--- config.mk ---
export PLATFORM = sky130hd
export DESIGN_NAME = fault_reset_seq
export DESIGN_NICKNAME = d
export VERILOG_FILES = /design/src/rtl/frs_pkg.sv /design/src/rtl/frs_frame_sync.sv /design/src/rtl/frs_guard_ctr.sv /design/src/rtl/fault_reset_seq.sv
export SDC_FILE = /design/constraint.sdc
export NUM_CORES = 1
export LEC_CHECK = 0
export BUFFER_PORTS_ARGS = -buffer_cell sky130_fd_sc_hd__buf_4
export CAP_MARGIN = 20
export CORE_MARGIN = 2
export CORE_UTILIZATION = 46
export DETAILED_ROUTE_END_ITERATION = 8
export GPL_TIMING_DRIVEN = 0
export PLACE_DENSITY = 0.85
export SYNTH_ARGS = -nofsm -noshare
export SYNTH_HDL_FRONTEND = slang
export SYNTH_HIERARCHICAL = 1
export SYNTH_SLANG_ARGS = --single-unit
--- constraint.sdc ---
create_clock -name clk -period 6.95 [get_ports clk]
set_clock_uncertainty 0.1 [all_clocks]
set_input_delay 0.695 -clock clk [delete_from_list [all_inputs] [get_ports clk]]
set_output_delay 0.695 -clock clk [all_outputs]
set_load 0.05 [all_outputs]
--- src/rtl/frs_pkg.sv ---
package frs_pkg;

  typedef enum logic [2:0] {
    ST_IDLE    = 3'd0,
    ST_FLT     = 3'd1,
    ST_GUARD1  = 3'd2,
    ST_ARM2    = 3'd3,
    ST_CAPTURE = 3'd4,
    ST_ALIGN   = 3'd5,
    ST_MARGIN  = 3'd6,
    ST_GUARD2  = 3'd7
  } frs_state_e;

  localparam int unsigned FRS_VEC_OFS = 32'h780;

  function automatic logic [63:0] frs_vector(input logic [63:0] b);
    return b + 64'(FRS_VEC_OFS);
  endfunction

  function automatic int unsigned frs_max3(input int unsigned a, input int unsigned b,
                                           input int unsigned c);
    int unsigned m;
    m = (a > b) ? a : b;
    return (m > c) ? m : c;
  endfunction

endpackage

--- src/rtl/frs_frame_sync.sv ---
module frs_frame_sync #(
  parameter int unsigned STAGES = 2
) (
  input  logic clk,
  input  logic rst_n,
  input  logic frame_in,
  output logic frame_rise
);
  logic [STAGES-1:0] sync_q;
  logic              prev_q;

  always_ff @(posedge clk or negedge rst_n) begin
    if (!rst_n) begin
      sync_q <= '0;
      prev_q <= 1'b0;
    end else begin
      sync_q <= {sync_q[STAGES-2:0], frame_in};
      prev_q <= sync_q[STAGES-1];
    end
  end

  assign frame_rise = sync_q[STAGES-1] & ~prev_q;

  assert_rise_single_R6: assert property (@(posedge clk) disable iff (!rst_n)
    frame_rise |=> !frame_rise);

endmodule

--- src/rtl/frs_guard_ctr.sv ---
module frs_guard_ctr #(
  parameter int unsigned W = 10
) (
  input  logic         clk,
  input  logic         rst_n,
  input  logic         clr,
  input  logic [W-1:0] limit,
  output logic         done
);
  logic [W-1:0] cnt_q;

  assign done = (cnt_q == limit - W'(1));

  always_ff @(posedge clk or negedge rst_n) begin
    if (!rst_n)      cnt_q <= '0;
    else if (clr)    cnt_q <= '0;
    else if (!done)  cnt_q <= cnt_q + W'(1);
  end

  assert_ctr_sat_R5: assert property (@(posedge clk) disable iff (!rst_n)
    (!clr && done && $stable(limit)) |=> done);

  assert_ctr_range_R6: assert property (@(posedge clk) disable iff (!rst_n)
    (!clr && $stable(limit)) |=> (cnt_q < limit));

endmodule

--- src/rtl/fault_reset_seq.sv ---
module fault_reset_seq
  import frs_pkg::*;
#(
  parameter int unsigned ADDR_W      = 32,
  parameter int unsigned CAPTURE_CYC = 525,
  parameter int unsigned GUARD_CYC   = 264,
  parameter int unsigned MARGIN_CYC  = 2,
  parameter int unsigned SYNC_STAGES = 2
) (
  input  logic              clk,
  input  logic              rst_n,
  input  logic              req,
  input  logic              frame_clk,
  input  logic [ADDR_W-1:0] pc,
  input  logic [ADDR_W-1:0] base,
  output logic [1:0]        icache_en,
  output logic              fp_enable,
  output logic              wmany_en,
  output logic [ADDR_W-1:0] exc_addr,
  output logic [7:0]        status,
  output logic              busy,
  output logic              fetch_go,
  output logic [ADDR_W-1:0] fetch_vec
);
  localparam int unsigned MAXC  = frs_max3(CAPTURE_CYC, GUARD_CYC, MARGIN_CYC);
  localparam int unsigned CNT_W = $clog2(MAXC + 1);

  frs_state_e        state_q, state_d;
  logic              frame_rise;
  logic              ivl_done;
  logic              ivl_clr;
  logic [CNT_W-1:0]  ivl_limit;
  logic [1:0]        rises_q;
  logic              hold_ok;
  logic              load_cfg;
  logic              abort_seq;
  logic              seq_end;
  logic              fetch_go_q;

  frs_frame_sync #(.STAGES(SYNC_STAGES)) u_sync (
    .clk(clk), .rst_n(rst_n), .frame_in(frame_clk), .frame_rise(frame_rise)
  );

  always_comb begin
    case (state_q)
      ST_GUARD1, ST_GUARD2: ivl_limit = CNT_W'(GUARD_CYC);
      ST_CAPTURE:           ivl_limit = CNT_W'(CAPTURE_CYC);
      ST_MARGIN:            ivl_limit = CNT_W'(MARGIN_CYC);
      default:              ivl_limit = CNT_W'(1);
    endcase
  end

  frs_guard_ctr #(.W(CNT_W)) u_ctr (
    .clk(clk), .rst_n(rst_n), .clr(ivl_clr), .limit(ivl_limit), .done(ivl_done)
  );

  // held-request tracker: two synchronized framing rises = one full period
  assign hold_ok = (rises_q == 2'd2);
  always_ff @(posedge clk or negedge rst_n) begin
    if (!rst_n) rises_q <= '0;
    else if (ivl_clr || !req) rises_q <= '0;
    else if ((state_q == ST_FLT || state_q == ST_ARM2) && frame_rise && !hold_ok)
      rises_q <= rises_q + 2'd1;
  end

  assign abort_seq = req && (state_q == ST_CAPTURE || state_q == ST_ALIGN ||
                             state_q == ST_MARGIN  || state_q == ST_GUARD2 ||
                             (state_q == ST_GUARD1 && !ivl_done));

  always_comb begin
    state_d = state_q;
    if (abort_seq) state_d = ST_FLT;
    else begin
      case (state_q)
        ST_IDLE:    if (req) state_d = ST_FLT;
        ST_FLT:     if (!req && hold_ok) state_d = ST_GUARD1;
        ST_GUARD1:  if (req) state_d = ST_ARM2;
        ST_ARM2:    if (!req && hold_ok) state_d = ST_CAPTURE;
        ST_CAPTURE: if (ivl_done) state_d = ST_ALIGN;
        ST_ALIGN:   if (frame_rise) state_d = ST_MARGIN;
        ST_MARGIN:  if (ivl_done) state_d = ST_GUARD2;
        ST_GUARD2:  if (ivl_done) state_d = ST_IDLE;
        default:    state_d = ST_IDLE;
      endcase
    end
  end

  assign ivl_clr  = (state_d != state_q);
  assign load_cfg = (state_q == ST_IDLE) && req;
  assign seq_end  = (state_q == ST_GUARD2) && (state_d == ST_IDLE);

  always_ff @(posedge clk or negedge rst_n) begin
    if (!rst_n) begin
      state_q    <= ST_IDLE;
      fetch_go_q <= 1'b0;
      icache_en  <= 2'b00;
      fp_enable  <= 1'b0;
      wmany_en   <= 1'b0;
      exc_addr   <= '0;
    end else begin
      state_q    <= state_d;
      fetch_go_q <= seq_end;
      if (load_cfg) begin
        icache_en <= 2'b11;
        fp_enable <= 1'b1;
        wmany_en  <= 1'b0;
        exc_addr  <= pc;
      end
    end
  end

  assign busy      = (state_q != ST_IDLE);
  assign fetch_go  = fetch_go_q;
  assign status    = {3'b000, busy, hold_ok, state_q};
  assign fetch_vec = ADDR_W'(frs_vector(64'(base)));

  assert_cfg_seed_R3: assert property (@(posedge clk) disable iff (!rst_n)
    $rose(busy) |-> (icache_en == 2'b11 && fp_enable && !wmany_en));

  assert_exc_pc_R3: assert property (@(posedge clk) disable iff (!rst_n)
    $rose(busy) |-> (exc_addr == $past(pc)));

  assert_enter_R2: assert property (@(posedge clk) disable iff (!rst_n)
    (!busy && req) |=> (state_q == ST_FLT));

  assert_early_R4: assert property (@(posedge clk) disable iff (!rst_n)
    (state_q == ST_FLT && !req && !hold_ok) |=> (state_q == ST_FLT));

  assert_pulse_R7: assert property (@(posedge clk) disable iff (!rst_n)
    fetch_go |=> !fetch_go);

  assert_abort_R9: assert property (@(posedge clk) disable iff (!rst_n)
    (busy && req && state_q inside {ST_CAPTURE, ST_ALIGN, ST_MARGIN, ST_GUARD2})
      |=> (state_q == ST_FLT));

  assert_go_idle_R10: assert property (@(posedge clk) disable iff (!rst_n)
    fetch_go |-> !busy);

  assert_go_from_busy_R10: assert property (@(posedge clk) disable iff (!rst_n)
    $rose(fetch_go) |-> $past(busy));

endmodule

==> flow_metrics.py, run 1 <==
metrics = {
    "detailed_routing": {
        "wl_um": 8380,
        "vias_per_cell": 5.12,
        "dr.pass1.iters": 4,
        "drc_errors": 0,
        "ant_nets": 0,
        "routedWlPerCell_um": 14.1,
        "dr_total_vias": 3039,
        "drtIter0Drc": 146,
    },
    "synth": {
        "yosys_most_used_dff": "dfrtp_1",
        "ys_seq_area_share_pct": 37.3,
        "netlist_instances": 335,
        "synth_seq_cells": 52,
        "ys_warn_count": 6,
        "syn_area_sq_um": 3490,
        "avgSynthCellArea_sq_um": 10.4,
        "synth_edf_count": 0,
        "synthArstFlopShare_pct": 100,
        "synth_cell_type_count": 59,
    },
    "run_status": {
        "status": "complete, no violations",
    },
    "sta": {
        "slew_headroom_pct": 32.9,
        "fmax_ghz": 0.204,
        "fin_crit_sh_pct": 70.6,
        "setup_viol": 0,
        "rsz0062_at_grt": "false",
        "finalMaxSlewViolations": 0,
        "fin_hold_ws_ps": 269,
        "max_slew.worst_pin.slew_ps": 999,
        "min_period_ps": 4900,
        "postLayoutSetupSlackWorst_ps": 2050,
        "tns_ps": 0,
        "finalHoldViolCount": 0,
    },
    "pwr": {
        "pwr-share-seq_pct": 30.6,
        "power.internal_mw": 0.905,
        "p_clk_share_pct": 10.0,
        "p_per_area_nw_per_um2": 366,
        "power_switching_mw": 0.845,
        "combPwrFrac_pct": 59.4,
        "switching_share_pct": 48.3,
        "finalPower_mw": 1.75,
        "power_leakage_nw": 2.31,
        "ir_drop_mv": 0.378,
    },
    "floorplan": {
        "dieHeight_um": 91.1,
        "die_area_sq_um": 8300,
        "rows": 31,
        "start_util_pct": 47.8,
        "core_area_sq_um": 7290,
        "die_w_um": 91.1,
        "ios": 146,
    },
    "layout": {
        "fin_nets": 566,
        "n_antenna_cell": 0,
        "syn_to_final_growth_pct": 36.9,
        "fin_util_pct": 65.5,
        "drive_above_1_share_pct": 42.2,
        "final_cells": 594,
        "post-route-cell-area_sq_um": 4780,
    },
    "clock_tree": {
        "clk_pin_slew_ps": 90,
        "root_buffer": "clkbuf_8",
        "cts_setup_buffers": 0,
        "cts.sinks": 52,
        "clk_latency_ps": 300,
        "cts_buffers": 5,
        "post_cts_resized": 0,
        "tritoncts": "built",
        "htreeDepth": 2,
        "holdBufCountCts": 0,
        "clockBufferDepth": 2,
    },
    "placed_design": {
        "io_buffers": 133,
        "dp_cells": 586,
        "dp_hpwl_um": 6630,
        "placed_area_sq_um": 4680,
        "place_congestion": 0.860,
        "dp_slack_ps": 2120,
    },
    "worst_setup_path": {
        "crit_start": "state_q[2]$_DFF_PN0_",
        "endpoint": "u_ctr/cnt_q[8]$_DFFE_PN0P_",
        "critPathMaxFanout": 10,
        "r2r_start": "state_q[2]$_DFF_PN0_",
        "crit_path_start_kind": "flip-flop",
        "r2r_slack_ps": 2050,
        "critical_path_class": "reg -> reg",
        "end_kind": "flip-flop",
        "required_ps": 7030,
        "reg2regPathDepth": 15,
        "crit_arrival_ps": 4980,
        "reg2reg_to": "u_ctr/cnt_q[8]$_DFFE_PN0P_",
    },
    "global_route": {
        "grt.total_usage_pct": 20.2,
        "antenna_found_initial": 0,
        "gr-total-overflow": 0,
        "grt_max_degree": 53,
        "grt_pass1_wl_um": 13900,
        "grt_pass1_vias": 2994,
    },
    "run": {
        "cap_violations": 0,
    },
    "min_path": {
        "hold_path.class": "reg -> reg",
    },
}
how the worst min path moves through the flow:
stage,start,to,slack [ps],cells after the start
2_1_floorplan,u_sync/sync_q[0]$_DFF_PN0_,u_sync/sync_q[1]$_DFF_PN0_,230,0
3_3_place_gp,u_sync/sync_q[0]$_DFF_PN0_,u_sync/sync_q[1]$_DFF_PN0_,230,0
3_5_place_dp,u_sync/sync_q[0]$_DFF_PN0_,u_sync/sync_q[1]$_DFF_PN0_,250,0
4_1_cts,u_sync/sync_q[0]$_DFF_PN0_,u_sync/sync_q[1]$_DFF_PN0_,270,0
5_1_grt,u_sync/sync_q[0]$_DFF_PN0_,u_sync/sync_q[1]$_DFF_PN0_,280,0
6_report,u_sync/sync_q[0]$_DFF_PN0_,u_sync/sync_q[1]$_DFF_PN0_,270,0
routing by layer:
| layer | global-route usage (%) | part of all wire [%] | vias up |
|---|---|---|---|
| met1 | 23.7 | 40 | 1435 |
| met3 | 4.48 | 7.6 | 6 |
| li1 | - | - | 1461 |
| met5 | 0 | 0 | - |
| met4 | 6.06 | 1.0 | 0 |
| met2 | 36.9 | 51 | 137 |
power groups by stage:
stage               clock, mW  sequential [mW]  combinational [mW]
floorplan                   0            0.859               0.406
global placement            0            0.530                1.02
detailed placement          0            0.533                1.04
CTS                     0.183            0.536                1.04
global route            0.195            0.554                1.09
finish                  0.175            0.536                1.04
area by class of cell:
type                            instances  area [sq um]
Tap cell                               99           124
Clock buffer                            7          86.3
Clock inverter                          1          7.51
Buffer                                 27           220
Timing Repair Buffer                  133           998
Inverter                               12          45.0
Sequential cell                        52          1300
Multi-Input combinational cell        263          1990
Fill cell                             575          2520
synth_stat cells, types with 7 or more instances:
cell	n	area, sq um
xnor2_1	19	166
mux2_4	29	435
nand2_1	19	71.3
a21oi_1	15	75.1
and3_1	7	43.8
nor2_1	27	101
nand3_1	13	65.1
dfrtp_1	52	1300
mux2_1	7	78.8
inv_1	12	45.0
nand4_1	12	75.1
buf_4	16	120
xor2_1	16	140
nor3_1	11	55.1
nor2b_1	8	50.1
logic make-up after synthesis:
family | share of synthesized area [%]
AO/OA/AOI/OAI | 7.93
XOR/XNOR | 8.79
adder cells (fa/ha/maj) | 1.43
buffers and inverters | 7.60
flip-flops | 37.3
multiplexers | 16.6
other | 0.108
AND/OR/NAND/NOR | 20.2
state kept, by name, indices dropped and copies added (netlist names):
name	flops
exc_addr	32
fetch_go	1
fp_enable	1
rises_q	2
state_q	3
u_ctr/cnt_q	10
u_sync/prev_q	1
u_sync/sync_q	2
cells in the final DEF, fill, tap and decap left out, types with 5 or more instances in the layout:
master,netlist,layout
clkbuf_8,0,6
nor2_1,27,27
a21oi_1,15,15
inv_1,12,12
and3_1,7,7
buf_4,16,149
mux2_1,7,7
mux2_4,29,29
nand4_1,12,12
xnor2_1,19,19
nand3_1,13,13
dfrtp_1,52,52
nand2_1,19,19
nor2b_1,8,8
clkbuf_1,4,5
conb_1,1,20
xor2_1,16,16
nor3_1,11,11
worst max-delay path, stage by stage, from the launching register on:
cell	delay, ps
dfrtp_1	370
buf_6	140
inv_1	110
nor3_1	830
xor2_1	310
or3_1	430
a311o_1	410
a311o_1	390
nor2_1	250
mux2i_1	150
nand2_1	100
o2111ai_1	110
nand2_1	290
clkbuf_1	410
nor2_1	90
mux2_1	290
No activity file was read; power rests on OpenSTA's default activity.
==> inputs of run 2 (changes only) <==
==> constraint.sdc (replaced) <==
create_clock -name clk -period 4.7 [get_ports clk]
set_clock_uncertainty 0.1 [all_clocks]
set_input_delay 0.47 -clock clk [delete_from_list [all_inputs] [get_ports clk]]
set_output_delay 0.47 -clock clk [all_outputs]
set_load 0.05 [all_outputs]
==> run 2 against run 1 <==
Maximum frequency grew 14%. Critical path depth grew 3. Clock power grew 48%. Via count is essentially flat. Combinational power grew 48%. Sequential power grew 48%. Design area grew 0.47%. Count of clock-buffer cells in the layout is the same. Sequential cell count is the same. Register-to-register slack lost 1700 ps. First-iteration DRC count grew 26%. Critical endpoint is now u_ctr/cnt_q[6]$_DFFE_PN0P_. Largest cell class unchanged.
==> flow_metrics.py, run 2 (same netlist as run 1, synthesis figures left out) <==
metrics = {
    "sta": {
        "fin_crit_sh_pct": 91.9,
        "max_slew.worst_pin.slew_ps": 651,
        "slew_headroom_pct": 56.6,
        "setup_viol": 0,
        "postLayoutSetupSlackWorst_ps": 381,
        "finalHoldViolCount": 0,
        "finalMaxSlewViolations": 0,
        "rsz0062_at_grt": "false",
        "fmax_ghz": 0.232,
        "min_period_ps": 4320,
    },
    "min_path": {
        "hold_path.class": "in -> async",
    },
    "layout": {
        "final_common_cell": "buf_4",
        "regMostFlops": "exc_addr",
        "largest_register_ff_count": 32,
        "final_cell_mix": "buf_4, dfrtp_1, mux2_4",
        "fillerInstances": 574,
        "largestRegisters": "exc_addr: 32 flops, u_ctr/cnt_q: 10 flops, state_q: 3 flops",
        "fin_nets": 566,
        "n_antenna_cell": 0,
        "syn_to_final_growth_pct": 37.6,
        "drive_above_1_share_pct": 42.8,
    },
    "global_route": {
        "gr-total-overflow": 0,
        "antenna_found_initial": 0,
        "grt_pass1_wl_um": 14000,
        "grt.total_usage_pct": 20.3,
        "grt_pass1_vias": 3001,
        "grt_max_degree": 53,
    },
    "floorplan": {
        "dieHeight_um": 91.1,
        "core_area_sq_um": 7290,
        "die_w_um": 91.1,
        "start_util_pct": 47.8,
        "die_area_sq_um": 8300,
        "rows": 31,
        "ios": 146,
    },
    "placed_design": {
        "place_congestion": 0.860,
        "io_buffers": 133,
        "dp_slack_ps": -132,
        "dp_hpwl_um": 6630,
    },
    "worst_setup_path": {
        "critPathMaxFanout": 10,
        "r2r_slack_ps": 380,
        "reg2regPathDepth": 18,
        "crit_path_start_kind": "flip-flop",
        "r2r_start": "state_q[0]$_DFF_PN0_",
        "critical_path_class": "reg -> reg",
        "required_ps": 4780,
        "reg2reg_to": "u_ctr/cnt_q[6]$_DFFE_PN0P_",
        "end_kind": "flip-flop",
        "crit_arrival_ps": 4400,
    },
    "clock_tree": {
        "root_buffer": "clkbuf_8",
        "clockBufferDepth": 2,
        "clk_pin_slew_ps": 90,
        "cts_setup_buffers": 0,
        "holdBufCountCts": 0,
        "cts.sinks": 52,
        "cts_buffers": 5,
        "clk_latency_ps": 300,
        "tritoncts": "built",
        "htreeDepth": 2,
    },
    "pwr": {
        "power_leakage_nw": 2.32,
        "ir_drop_mv": 0.559,
        "p_per_area_nw_per_um2": 540,
        "finalPower_mw": 2.59,
    },
    "detailed_routing": {
        "wl_um": 8430,
        "routedWlPerCell_um": 14.2,
        "drc_errors": 0,
        "dr.pass1.iters": 4,
        "ant_nets": 0,
        "dr_total_vias": 3041,
        "drtIter0Drc": 184,
        "vias_per_cell": 5.12,
    },
    "run_status": {
        "status": "complete, no violations",
    },
    "run": {
        "cap_violations": 0,
    },
}
[run 2: worst max-delay path, stage by stage, from the launching register on]
cell	delay, ps
dfrtp_1	490
clkbuf_2	240
nand2_1	120
nand2_1	120
inv_1	80
ha_1	130
buf_2	210
nand2_1	70
or3_1	300
a311o_1	410
a311o_1	390
nor2_1	250
inv_1	90
a22oi_1	140
o22ai_1	110
nand2_1	270
clkbuf_2	300
nor2_1	60
mux2_1	300
[run 2: repair_timing]
action                                  4_1_cts  5_1_grt
gates cloned                                  0        0
endpoints found under the setup margin        8       10
resized for setup                             1        6
[run 2: layout make-up]
| type | instances | area (sq um) | area share [%] |
|---|---|---|---|
| Buffer | 27 | 223 | 4.64 |
| Clock buffer | 7 | 86.3 | 1.80 |
| Clock inverter | 1 | 7.51 | 0.156 |
| Inverter | 12 | 45.0 | 0.939 |
| Multi-Input combinational cell | 263 | 2010 | 42.0 |
| Sequential cell | 52 | 1300 | 27.1 |
| Tap cell | 99 | 124 | 2.58 |
| Timing Repair Buffer | 133 | 998 | 20.8 |
[run 2: metal layers]
layer	GRT usage, %	up-vias	wire, um
met5	0	-	0
met4	6.06	0	108
met3	4.48	12	606
met2	37.0	135	4320
met1	23.7	1431	3390
li1	-	1463	-
[run 2: how the worst max path moves through the flow]
stage	start	endpoint	slack (ps)	cells past startpoint
after floorplan	state_q[2]$_DFF_PN0_	u_ctr/cnt_q[8]$_DFFE_PN0P_	140	15
after global placement	state_q[2]$_DFF_PN0_	u_ctr/cnt_q[8]$_DFFE_PN0P_	-40	15
after detailed placement	state_q[2]$_DFF_PN0_	u_ctr/cnt_q[5]$_DFFE_PN0P_	-130	15
after CTS	state_q[0]$_DFF_PN0_	u_ctr/cnt_q[5]$_DFFE_PN0P_	180	17
after global routing	state_q[0]$_DFF_PN0_	u_ctr/cnt_q[9]$_DFFE_PN0P_	30	18
final	state_q[0]$_DFF_PN0_	u_ctr/cnt_q[6]$_DFFE_PN0P_	380	18
[run 2: through the flow]
step / cell area [sq um] / util, % / cells / hold WS, ps / setup TNS, ps
after detailed placement: 4680 / 64.2 / 586 / 254 / -941
after CTS: 4780 / 65.6 / 594 / 107 / 0
final: 4800 / 65.8 / 594 / 72.1 / 0
after global placement: 4680 / 64.2 / 586 / 233 / -138
after global routing: 4800 / 65.8 / 594 / 139 / 0
after floorplan: 3560 / - / 354 / 74.4 / 0
[run 2: where the power goes]
part | internal [mW] | switching (mW) | total, mW
Combinational | 0.585 | 0.955 | 1.54
Clock | 0.120 | 0.139 | 0.259
Sequential | 0.634 | 0.160 | 0.793
==> inputs of run 3 (changes only) <==
--- a/config.mk
+++ b/config.mk
@@ -8,10 +8,10 @@
 export BUFFER_PORTS_ARGS = -buffer_cell sky130_fd_sc_hd__buf_4
 export CAP_MARGIN = 20
 export CORE_MARGIN = 2
-export CORE_UTILIZATION = 46
+export CORE_UTILIZATION = 40
 export DETAILED_ROUTE_END_ITERATION = 8
 export GPL_TIMING_DRIVEN = 0
-export PLACE_DENSITY = 0.85
+export PLACE_DENSITY = 0.77
 export SYNTH_ARGS = -nofsm -noshare
 export SYNTH_HDL_FRONTEND = slang
 export SYNTH_HIERARCHICAL = 1
==> run 3 against run 2 <==
Hold slack better by 19 ps. Utilization fell by 9.8 points. Count of clock-buffer cells in the layout decreased by 1. Critical endpoint unchanged. Largest power group unchanged.
==> flow_metrics.py, run 3 (same netlist as run 1, synthesis figures left out) <==
metrics = {
    "run_status": {
        "status": "complete, no violations",
    },
    "global_route": {
        "grt_max_degree": 53,
        "grt.total_usage_pct": 15.8,
        "grt_pass1_vias": 2877,
        "busiest_layer": "met2",
        "use_met1_pct": 19.6,
        "use_met2_pct": 28.1,
        "use_met3_pct": 3.96,
        "gr-total-overflow": 0,
        "grt_pass1_wl_um": 12900,
        "antenna_found_initial": 0,
    },
    "pwr": {
        "p_per_area_nw_per_um2": 535,
        "power_leakage_nw": 2.32,
        "ir_drop_mv": 0.475,
    },
    "detailed_routing": {
        "dr_total_vias": 2977,
        "drc_errors": 0,
        "dr.pass1.iters": 4,
        "routedWlPerCell_um": 12.7,
        "wl_um": 7680,
        "vias_per_cell": 4.94,
        "ant_nets": 0,
        "drtIter0Drc": 125,
    },
    "layout": {
        "drive_above_1_share_pct": 43.2,
        "syn_to_final_growth_pct": 38.1,
        "largestRegisters": "exc_addr: 32 flops, u_ctr/cnt_q: 10 flops, state_q: 3 flops",
        "final_common_cell": "buf_4",
        "post-route-cell-area_sq_um": 4820,
        "final_cells": 603,
        "regMostFlops": "exc_addr",
        "n_antenna_cell": 0,
        "largest_register_ff_count": 32,
        "final_cell_mix": "buf_4, dfrtp_1, mux2_4",
        "fin_nets": 566,
    },
    "worst_setup_path": {
        "critPathMaxFanout": 10,
        "required_ps": 4780,
        "critical_path_class": "reg -> reg",
        "crit_path_start_kind": "flip-flop",
        "end_kind": "flip-flop",
        "crit_arrival_ps": 4340,
        "crit_start": "state_q[0]$_DFF_PN0_",
        "reg2regPathDepth": 18,
        "r2r_start": "state_q[0]$_DFF_PN0_",
    },
    "floorplan": {
        "die_w_um": 97.4,
        "dieHeight_um": 97.4,
        "die_area_sq_um": 9480,
        "ios": 146,
        "rows": 34,
        "start_util_pct": 40.6,
        "core_area_sq_um": 8590,
    },
    "clock_tree": {
        "holdBufCountCts": 0,
        "root_buffer": "clkbuf_8",
        "htreeDepth": 2,
        "clk_latency_ps": 300,
        "clk_pin_slew_ps": 100,
        "clockBufferDepth": 2,
        "cts.sinks": 52,
        "cts_buffers": 5,
        "cts_setup_buffers": 0,
        "tritoncts": "built",
    },
    "placed_design": {
        "dp_slack_ps": -266,
        "placed_area_sq_um": 4690,
        "io_buffers": 133,
        "dp_hpwl_um": 6020,
        "place_congestion": 0.829,
        "dp_cells": 595,
    },
    "sta": {
        "setup_viol": 0,
        "rsz0062_at_grt": "false",
        "finalHoldViolCount": 0,
        "min_period_ps": 4260,
        "fin_crit_sh_pct": 90.6,
        "finalMaxSlewViolations": 0,
        "postLayoutSetupSlackWorst_ps": 441,
        "max_slew.worst_pin.slew_ps": 651,
        "slew_headroom_pct": 56.6,
        "fmax_ghz": 0.235,
    },
    "min_path": {
        "hold_path.class": "in -> async",
    },
    "run": {
        "cap_violations": 0,
    },
}
[run 3: changes by cell type in the layout (fill, tap and decap cells not counted)]
cell / previous run / this run
nand2_1: 19 / 18
clkinvlp_4: 1 / 2
clkbuf_1: 3 / 2
nand2_2: 0 / 1
[run 3: area by class of cell]
| class | instances | area [sq um] |
|---|---|---|
| buffer | 27 | 223 |
| clock buffer | 6 | 82.6 |
| clock inverter | 2 | 15.0 |
| fill | 738 | 3780 |
| inverter | 12 | 45.0 |
| multi-input combinational | 263 | 2020 |
| sequential | 52 | 1300 |
| tap | 108 | 135 |
| timing repair buffer | 133 | 998 |
[run 3: path summary, 6_finish.rpt]
path                                                    to  slack [ps]
worst max-delay path            u_ctr/cnt_q[6]$_DFFE_PN0P_         440
worst min-delay path               exc_addr[8]$_DFFE_PN0P_          90
worst max register to register  u_ctr/cnt_q[6]$_DFFE_PN0P_         440
worst min register to register  u_sync/sync_q[1]$_DFF_PN0_         260
max in group asynchronous       u_ctr/cnt_q[6]$_DFFE_PN0P_        3970
min in group clk                u_sync/sync_q[0]$_DFF_PN0_         170
[run 3: worst max-delay path: stages, from the launching register on]
cell and delay, ps:
dfrtp_1 500, clkbuf_2 240, nand2_1 130, nand2_1 130, inv_1 80, ha_1 130
buf_2 200, nand2_1 70, or3_1 300, a311o_1 400, a311o_1 380, nor2_1 260
inv_1 110, a22oi_1 170, o22ai_1 110, nand2_2 190, clkbuf_2 260, nor2_1 60
mux2_1 310
[run 3: stage by stage]
step / power (mW) / setup TNS (ps) / util [%] / hold slack, ps
3_5_place_dp: 2.31 / -1930 / 54.6 / 236
4_1_cts: 2.59 / 0 / 55.8 / 105
3_3_place_gp: 2.29 / -294 / 54.6 / 232
2_1_floorplan: 1.87 / 0 / - / 74.4
6_report: 2.57 / 0 / 56.0 / 90.7
5_1_grt: 2.71 / 0 / 56.0 / 135
[run 3: report_power, final]
group / switching (mW) / internal, mW
registers: 0.147 / 0.633
clock network: 0.146 / 0.119
logic: 0.945 / 0.585
total: 1.24 / 1.34
[run 3: repair_timing]
item | 4_1_cts | 5_1_grt
gates resized for setup | 1 | 7
endpoints found under the setup margin | 9 | 10
cloned | 0 | 0
[run 3: routing by layer]
layer | vias to the layer above | wire length (um)
li1 | 1464 | -
met1 | 1400 | 3210
met2 | 109 | 3820
met3 | 4 | 600
met4 | 0 | 47
met5 | - | 0
